## src/rtl/clm_pkg.sv

```systemverilog
package clm_pkg;
    localparam int RETRY_W = 8;

    typedef enum logic [2:0] {
        ST_OFF,
        ST_CL_ON,
        ST_CL_COOL,
        ST_NORM,
        ST_FAULT
    } clm_state_e;

    typedef enum logic [1:0] {
        DIAG_NONE      = 2'd0,
        DIAG_NORM_TRIP = 2'd1,
        DIAG_CL_TMO    = 2'd2
    } clm_diag_e;

    typedef struct packed {
        clm_state_e         state;
        clm_diag_e          diag;
        logic [RETRY_W-1:0] retry;
    } clm_regs_t;
endpackage

```

## src/rtl/clm_cfg.sv

```systemverilog
module clm_cfg (
    input  logic       clk,
    input  logic       rst_n,
    input  logic       reg_wr_i,
    input  logic [1:0] reg_wdata_i,
    output logic       cl_en_o,
    output logic       clr_o
);
    logic en_d, en_q;

    always_comb begin
        en_d = en_q;
        if (reg_wr_i) en_d = reg_wdata_i[0];
    end

    always_ff @(posedge clk) begin
        if (!rst_n) en_q <= 1'b1;
        else        en_q <= en_d;
    end

    assign cl_en_o = en_q;
    assign clr_o   = reg_wr_i & reg_wdata_i[1];
endmodule

```

## src/rtl/clm_cnt.sv

```systemverilog
module clm_cnt #(
    parameter int LIMIT = 16
) (
    input  logic clk,
    input  logic rst_n,
    input  logic clr_i,
    input  logic run_i,
    output logic done_o
);
    localparam int W = (LIMIT > 1) ? $clog2(LIMIT) : 1;
    localparam logic [W-1:0] LAST = W'(LIMIT - 1);

    logic [W-1:0] cnt_d, cnt_q;

    always_comb begin
        cnt_d = cnt_q;
        if (clr_i)                        cnt_d = '0;
        else if (run_i && cnt_q != LAST)  cnt_d = cnt_q + 1'b1;
    end

    always_ff @(posedge clk) begin
        if (!rst_n) cnt_q <= '0;
        else        cnt_q <= cnt_d;
    end

    assign done_o = (cnt_q == LAST);

    // counter never passes its terminal value
    assert_cnt_bound_R7: assert property (@(posedge clk) disable iff (!rst_n)
        cnt_q <= LAST);
endmodule

```

## src/rtl/clm_trip.sv

```systemverilog
module clm_trip #(
    parameter int TEMP_W   = 8,
    parameter int THR_CL   = 30,
    parameter int THR_NORM = 80
) (
    input  logic              cl_mode_i,
    input  logic [TEMP_W-1:0] dtemp_i,
    input  logic              ocp_i,
    output logic [TEMP_W-1:0] thr_o,
    output logic              trip_o
);
    localparam logic [TEMP_W-1:0] THR_A = TEMP_W'(THR_CL);
    localparam logic [TEMP_W-1:0] THR_B = TEMP_W'(THR_NORM);

    always_comb begin
        thr_o  = cl_mode_i ? THR_A : THR_B;
        trip_o = ocp_i | (dtemp_i >= thr_o);
    end
endmodule

```

## src/rtl/cap_charge_seq.sv

```systemverilog
module cap_charge_seq
    import clm_pkg::*;
#(
    parameter int TEMP_W   = 8,
    parameter int THR_CL   = 30,
    parameter int THR_NORM = 80,
    parameter int COOL_CYC = 16,
    parameter int MODE_CYC = 2000
) (
    input  logic               clk,
    input  logic               rst_n,
    input  logic               sw_on_i,
    input  logic               wake_i,
    input  logic               reg_wr_i,
    input  logic [1:0]         reg_wdata_i,
    input  logic               vout_ok_i,
    input  logic [TEMP_W-1:0]  dtemp_i,
    input  logic               ocp_i,
    output logic               gate_en_o,
    output logic               slew_red_o,
    output logic [TEMP_W-1:0]  trip_thr_o,
    output logic               fault_o,
    output logic [1:0]         diag_o,
    output logic [RETRY_W-1:0] retry_cnt_o
);
    clm_regs_t r_d, r_q;
    logic cl_en, clr, trip, in_cl, cool_done, mode_exp;

    clm_cfg u_cfg (
        .clk(clk), .rst_n(rst_n), .reg_wr_i(reg_wr_i),
        .reg_wdata_i(reg_wdata_i), .cl_en_o(cl_en), .clr_o(clr)
    );

    assign in_cl = (r_q.state == ST_CL_ON) || (r_q.state == ST_CL_COOL);

    clm_trip #(.TEMP_W(TEMP_W), .THR_CL(THR_CL), .THR_NORM(THR_NORM)) u_trip (
        .cl_mode_i(in_cl), .dtemp_i(dtemp_i), .ocp_i(ocp_i),
        .thr_o(trip_thr_o), .trip_o(trip)
    );

    clm_cnt #(.LIMIT(COOL_CYC)) u_cool (
        .clk(clk), .rst_n(rst_n),
        .clr_i(r_q.state != ST_CL_COOL), .run_i(r_q.state == ST_CL_COOL),
        .done_o(cool_done)
    );

    clm_cnt #(.LIMIT(MODE_CYC)) u_mode (
        .clk(clk), .rst_n(rst_n),
        .clr_i(!in_cl), .run_i(in_cl), .done_o(mode_exp)
    );

    always_comb begin
        r_d = r_q;
        unique case (r_q.state)
            ST_OFF: begin
                if (sw_on_i) begin
                    r_d.retry = '0;
                    r_d.diag  = DIAG_NONE;
                    r_d.state = (wake_i || cl_en) ? ST_CL_ON : ST_NORM;
                end
            end
            ST_CL_ON: begin
                if (!sw_on_i)       r_d.state = ST_OFF;
                else if (vout_ok_i) r_d.state = ST_NORM;
                else if (mode_exp) begin
                    if (trip) begin
                        r_d.state = ST_FAULT;
                        r_d.diag  = DIAG_CL_TMO;
                    end else begin
                        r_d.state = ST_NORM;
                    end
                end else if (trip) begin
                    r_d.state = ST_CL_COOL;
                    if (r_q.retry != '1) r_d.retry = r_q.retry + 1'b1;
                end
            end
            ST_CL_COOL: begin
                if (!sw_on_i)       r_d.state = ST_OFF;
                else if (vout_ok_i) r_d.state = ST_NORM;
                else if (mode_exp) begin
                    r_d.state = ST_FAULT;
                    r_d.diag  = DIAG_CL_TMO;
                end else if (cool_done) r_d.state = ST_CL_ON;
            end
            ST_NORM: begin
                if (!sw_on_i) r_d.state = ST_OFF;
                else if (trip) begin
                    r_d.state = ST_FAULT;
                    r_d.diag  = DIAG_NORM_TRIP;
                end
            end
            ST_FAULT: begin
                if (clr || !sw_on_i) begin
                    r_d.state = ST_OFF;
                    r_d.diag  = DIAG_NONE;
                end
            end
            default: r_d.state = ST_OFF;
        endcase
    end

    always_ff @(posedge clk) begin
        if (!rst_n) begin
            r_q.state <= ST_OFF;
            r_q.diag  <= DIAG_NONE;
            r_q.retry <= '0;
        end else begin
            r_q <= r_d;
        end
    end

    assign gate_en_o   = (r_q.state == ST_CL_ON) || (r_q.state == ST_NORM);
    assign slew_red_o  = in_cl;
    assign fault_o     = (r_q.state == ST_FAULT);
    assign diag_o      = r_q.diag;
    assign retry_cnt_o = r_q.retry;

    // reduced slew always paired with the folded threshold
    assert_cl_thr_R4: assert property (@(posedge clk) disable iff (!rst_n)
        slew_red_o |-> (trip_thr_o == TEMP_W'(THR_CL)));

    // a trip in normal operation latches code 1 next edge
    assert_norm_trip_R8: assert property (@(posedge clk) disable iff (!rst_n)
        (r_q.state == ST_NORM && sw_on_i && trip) |=>
        (fault_o && !gate_en_o && diag_o == 2'd1));

    // fault holds until clear strobe or request removal
    assert_fault_hold_R9: assert property (@(posedge clk) disable iff (!rst_n)
        (fault_o && sw_on_i && !clr) |=> fault_o);

    // voltage-reached exit wins inside the charging mode
    assert_exit_R6: assert property (@(posedge clk) disable iff (!rst_n)
        (in_cl && sw_on_i && vout_ok_i) |=> (gate_en_o && !slew_red_o && !fault_o));

    // saturated count stays saturated until the next turn-on
    assert_retry_sat_R10: assert property (@(posedge clk) disable iff (!rst_n)
        (r_q.state != ST_OFF && retry_cnt_o == '1) |=> (retry_cnt_o == '1));

    // request removal turns the gate off
    assert_off_R11: assert property (@(posedge clk) disable iff (!rst_n)
        (!sw_on_i) |=> !gate_en_o);
endmodule

```

## config.mk

```make
export PLATFORM = sky130hd
export DESIGN_NAME = cap_charge_seq
export DESIGN_NICKNAME = d
export VERILOG_FILES = /design/src/rtl/clm_pkg.sv /design/src/rtl/clm_cfg.sv /design/src/rtl/clm_cnt.sv /design/src/rtl/clm_trip.sv /design/src/rtl/cap_charge_seq.sv
export SDC_FILE = /design/constraint.sdc
export NUM_CORES = 1
export LEC_CHECK = 0
export CORE_ASPECT_RATIO = 0.9
export CORE_MARGIN = 2
export CORE_UTILIZATION = 50
export CTS_CLUSTER_SIZE = 20
export DETAILED_ROUTE_END_ITERATION = 12
export DONT_BUFFER_PORTS = 1
export SLEW_MARGIN = 40
export SYNTH_ARGS = -nofsm -noshare
export SYNTH_HDL_FRONTEND = slang
export SYNTH_SLANG_ARGS = --single-unit
```

## constraint.sdc

```tcl
create_clock -name clk -period 4.8 [get_ports clk]
set_clock_uncertainty 0.2 [all_clocks]
set_input_delay 0.48 -clock clk [delete_from_list [all_inputs] [get_ports clk]]
set_output_delay 0.48 -clock clk [all_outputs]
set_load 0.05 [all_outputs]
```

Word-level counts from Yosys, hierarchy flattened
Cells that the tools add are included.
{"block": "op_classes", "eq_ne": 26, "addsub": 3, "reduce_logical": 15, "n_bitwise": 3, "n_lt_le_gt_ge": 1, "muxes": 29}
{"op": "two-way mux 3 bit", "count": 10}
{"op": "two-way mux 8 bit", "count": 3}
{"op": "!= test 2 bit (second input constant)", "count": 11}
{"op": "two-way mux 10 bit", "count": 2}
{"op": "case mux 8 bit (2 select lines)", "count": 1}
{"op": "case mux 3 bit (5 select lines)", "count": 1}
{"op": "two-way mux 2 bit", "count": 7}
{"op": "two-way mux 13 bit", "count": 1}
{"op": "AND reduction 12 bit", "count": 1}
{"op": "adder 11 x 1 -> 11 bit (second input constant)", "count": 1}
{"op": "equality test 11 bit (second input constant)", "count": 1}
{"op": "!= test 11 bit (second input constant)", "count": 1}
{"op": "two-way mux 5 bit", "count": 2}
{"op": "!= test 5 bit (second input constant)", "count": 2}
{"op": "case mux 2 bit (5 select lines)", "count": 1}
{"op": "adder 8 x 1 -> 8 bit (second input constant)", "count": 1}
{"op": "greater-or-equal comparator 8 bit", "count": 1}
{"op": "!= test 8 bit (second input constant)", "count": 1}
{"op": "two-way mux 7 bit", "count": 1}
{"op": "AND reduction 7 bit", "count": 1}
{"op": "equality test 3 x 2 -> 1 bit (second input constant)", "count": 2}
{"op": "AND reduction 5 bit", "count": 1}
{"op": "nonzero test 5 bit", "count": 1}
{"op": "adder 4 x 1 -> 4 bit (second input constant)", "count": 1}
{"op": "other kinds (17)", "count": 22}
{"block": "word_totals", "register_bits": 29}

Longest topological paths before layout
{"block": "logic_depth", "ltp_word": 10, "ltp_mapped": 12}

Modules after synthesis
A second synthesis with hierarchy kept.
{"block": "unflattened", "cells_unflattened": 240, "hier_area_um2": 1984.4}
{"module": "cap_charge_seq", "cells_each": 122, "instances": 1, "seq_area_each_um2": 260.2, "area_per_inst_um2": 970.9}
{"module": "clm_cnt (u_mode)", "cells_each": 69, "instances": 1, "seq_area_each_um2": 220.2, "area_per_inst_um2": 598.1}
{"module": "clm_cnt (u_cool)", "cells_each": 22, "instances": 1, "seq_area_each_um2": 80.1, "area_per_inst_um2": 197.7}
{"module": "clm_trip", "cells_each": 23, "instances": 1, "seq_area_each_um2": 0.0, "area_per_inst_um2": 176.4}
{"module": "clm_cfg", "cells_each": 4, "instances": 1, "seq_area_each_um2": 20.0, "area_per_inst_um2": 41.3}

Worst setup path before layout
OpenSTA, ideal clock, no wires.
{"block": "synth_timing", "kind": "register -> register", "from": "register r_q[10] in the netlist's numbering", "to": "register r_q, in the netlist retry_cnt_o[7]", "t_arrival_ns": 3.233, "setup_time_ns": 0.071, "path_stages_with_launch": 13, "path_slack_ns": 1.296, "n_path_buf": 2, "path_cell_list": "dfxtp_1 buf_2 xnor2_1 or2_2 clkbuf_1 inv_1 ha_1 o21ai_0 and2_1 or4_4 o21a_4 or4_1 a21oi_1"}
{"block": "synth_between", "elab_chain_cells": 7, "word_cells_on_any_way": 16}
{"element": "from (decl)", "line_no": "cap_charge_seq.sv:26", "rtl": "clm_regs_t r_d, r_q;"}
{"element": "from (signal assigned)", "line_no": "cap_charge_seq.sv:108", "rtl": "r_q <= r_d;"}
{"element": "equality test 3 x 1 -> 1 bit or equality test 3 x 2 -> 1 bit (tied branches)", "line_no": "cap_charge_seq.sv:34", "rtl": "assign in_cl = (r_q.state == ST_CL_ON) || (r_q.state == ST_CL_COOL);"}
{"element": "logical OR 1 bit (*)", "line_no": "cap_charge_seq.sv:34"}
{"element": "two-way mux 7 bit (*)", "line_no": "clm_trip.sv:16", "rtl": "thr_o = cl_mode_i ? THR_A : THR_B;"}
{"element": "via trip_thr_o[6]", "line_no": "cap_charge_seq.sv:21", "rtl": "output logic [TEMP_W-1:0] trip_thr_o,"}
{"element": "greater-or-equal comparator 8 bit (*)", "line_no": "clm_trip.sv:17", "rtl": "trip_o = ocp_i | (dtemp_i >= thr_o);"}
{"element": "OR 1 bit (*)", "line_no": "clm_trip.sv:17"}
{"element": "!= test 2 bit (no line) (*)"}
{"element": "AND reduction 7 bit (no line) (*)"}
Mark *: on every way through the listed nets, which the timed path passes. The rest lies on a longest branch.
A chain may end at the register's enable or synchronous reset.

Worst setup path after layout
{"block": "layout_timing", "from": "register r_q[11] in the netlist's numbering", "to": "register r_q, in the netlist retry_cnt_o[7]"}
The elaborated chain is that of the path after synthesis.

==> flow_metrics.env <==
export IMPL_r2r_start="r_q[11]"
export IMPL_synth_cell_type_count=48
export IMPL_utilization_pct=53.3
export IMPL_die_h_um=60.6
export IMPL_numPortBuffers=0
export IMPL_first_iter_violations=87
export IMPL_p_leak_nw=0.622
export IMPL_setup_viol=0
export IMPL_place_gp_congestion=0.930
export IMPL_cts_root_buf="clkbuf_8"
export IMPL_hold_path_class="in2reg"
export IMPL_first_global_vias=1330
export IMPL_final_cell_mix="29 x dfxtp_1, 23 x nand2_1, 23 x nor2_1"
export IMPL_dr_pass1_iters=6
export IMPL_worst_pin_slew_ns=0.656
export IMPL_grt_overflow=0
export IMPL_dp_hpwl_um=2770
export IMPL_nets=234
export IMPL_synth_cells=224
export IMPL_ant_nets=0
export IMPL_start_kind="register"
export IMPL_wl_um=3720
export IMPL_final_common_cell="dfxtp_1"
export IMPL_post_cts_resized=0
export IMPL_netlist_top_cells_area="dfxtp_1 33%, buf_4 7.2%, nand2_1 4.9%"
export IMPL_async_flop_share_pct=0
export IMPL_clock_latency_ns=0.29
export IMPL_cap_violations=0
export IMPL_final_hold_viol_count=0
export IMPL_timing_fmax_ghz=0.280
export IMPL_vias=1513
export IMPL_postCtsSetupRepairBufs=0
export IMPL_muxShareOfSynthArea_pct=2.25
export IMPL_tns_ns=0
export IMPL_area_growth_pct=1.27
export IMPL_cp_startpoint="r_q[11]"
export IMPL_initial_core_util_pct=52.6
export IMPL_grt_use_total_pct=20.1
export IMPL_synth_top_family_by_area="simple AND/OR/NAND/NOR gates"
export IMPL_synth_adder_area_share_pct=4.23
export IMPL_rows=20
export IMPL_pre_cts_ws_ns=1.25
export IMPL_cts_tree="built"
export IMPL_synth_top_area_share_pct=32.7
export IMPL_yosysTopAreaCell="dfxtp_1"
export IMPL_synthSimpleGateAreaFrac_pct=28.3
export IMPL_synth_compound_area_share_pct=17.0
export IMPL_critPathArrivalTime_ns=3.60
export IMPL_cts_made_buffers=5
export IMPL_synthFlopType="dfxtp_1"
export IMPL_cts_hold_buf=0
export IMPL_die_area_um2=4050
export IMPL_antennaDiodeCount=0
export IMPL_fin_crit_sh_pct=74.5
export IMPL_cp_max_fo=14
export IMPL_h_tree_depth=2
export IMPL_ys_seq_area_share_pct=32.7
export IMPL_grt_max_degree=15
export IMPL_fp_dieW_um=66.8
export IMPL_drive_gt1_share_pct=9.00
export IMPL_worst_ep_required_time_ns=4.82
export IMPL_hold_worst_slack_ns=0.0655
export IMPL_yosysWarnings=0
export IMPL_ys_seq_elements=29
export IMPL_wl_per_cell_um=14.6
export IMPL_hold_start="rst_n"
export IMPL_status="complete, no violations"
export IMPL_p_per_area_nw_per_um2=425
export IMPL_synth_edf_count=0
export IMPL_via_per_inst=5.93
export IMPL_report_final_slew_viol_count=0
export IMPL_fillers=331
export IMPL_clock_sinks=29
export IMPL_cts_buffer_depth=2
export IMPL_io_pins=38
export IMPL_synth_xor_area_share_pct=4.93
export IMPL_max_vdd_ir_drop_mv=0.192
export IMPL_synth_area_per_cell_um2=7.93
export IMPL_relSlewSlack_pct=56.2
export IMPL_critPathCaptureType="register"
export IMPL_core_area_um2=3380
export IMPL_grt_pass1_wl_um=6090
export IMPL_antenna_found_initial=0
export IMPL_synth_area_um2=1780
export IMPL_setup_slack_ns=1.22
export IMPL_drc=0
export IMPL_path_class="reg2reg"
export IMPL_clk_pin_slew_ns=0.07
export IMPL_min_period_ns=3.58
export IMPL_rsz0062_at_grt="no"
[cell families after synthesis]
| group | after synthesis |
|---|---|
| other cells | 2 |
| mux | 4 |
| xor+xnor | 10 |
| fa+ha+maj | 6 |
| buf+inv | 31 |
| compound gates | 45 |
| flops | 29 |
| simple gates | 97 |
[synth_stat cells, drive strengths merged, types with 3 or more instances]
| cell type | n |
|---|---|
| mux2i | 4 |
| dfxtp | 29 |
| inv | 8 |
| or4 | 4 |
| nor2b | 4 |
| xor2 | 4 |
| buf | 18 |
| a21oi | 12 |
| nand3 | 13 |
| ha | 6 |
| nor3 | 8 |
| nand2 | 23 |
| xnor2 | 6 |
| o21ai | 10 |
| a21boi | 3 |
| nand4 | 4 |
| nor2 | 23 |
| clkbuf | 5 |
[where the power goes]
| part | internal, W | switching, W | total, W |
|---|---|---|---|
| logic | 0.0000678 | 0.000189 | 0.000257 |
| clock network | 0.000113 | 0.0000929 | 0.000206 |
| registers | 0.000256 | 0.0000455 | 0.000301 |
| total | 0.000437 | 0.000328 | 0.000764 |
[layer usage]
layer  global-route usage [%]  routed length, um  up-vias  share of wire (%)
met3                     6.86                277        7                7.4
met5                        0                  0        -                  0
li1                         -                  -      747                  -
met4                     7.00                 57        0                1.5
met2                     31.9               1720       54                 46
met1                     26.0               1670      705                 45
[critical path, cell delays in order, from the launching register on]
cell and delay [ns]:
dfxtp_1 0.66, xnor2_1 0.23, or2_2 0.43, inv_1 0.12
ha_1 0.29, o21ai_0 0.06, and2_1 0.22, or4_4 0.44
o21a_4 0.24, or4_1 0.46, a21oi_1 0.15
[path summary, 6_finish.rpt]
check                                 endpoint  cells after the start  slack, ns
worst max-delay path            retry_cnt_o[7]                     10       1.22
worst max register to register  retry_cnt_o[7]                     10       1.22
worst min-delay path             u_cfg.cl_en_o                      1       0.07
worst min register to register   u_cfg.cl_en_o                      2       0.29
[per-stage QoR]
stage	total power, W	instances	area [um2]
3_5_place_dp	0.000562	248	1700
2_1_floorplan	0.000551	226	1780
5_1_grt	0.000819	255	1800
4_1_cts	0.000773	255	1790
3_3_place_gp	0.000553	248	1700
6_report	0.000764	255	1800
[state kept, by name (all words and copies together), names as in the netlist]
register and cells:
u_mode.cnt_q 11, u_cfg.cl_en_o 1, diag_o 2, retry_cnt_o 8, u_cool.cnt_q 4, r_q 3
[cell type report]
class	instances	area, um2	area share, %
clock buffer	6	82.6	4.59
tap	44	55.1	3.06
multi-input combinational	166	1030	57.4
inverter	8	32.5	1.81
clock inverter	1	7.51	0.417
timing repair buffer	1	7.51	0.417
sequential	29	581	32.3
No activity file was read; power rests on OpenSTA's default activity.
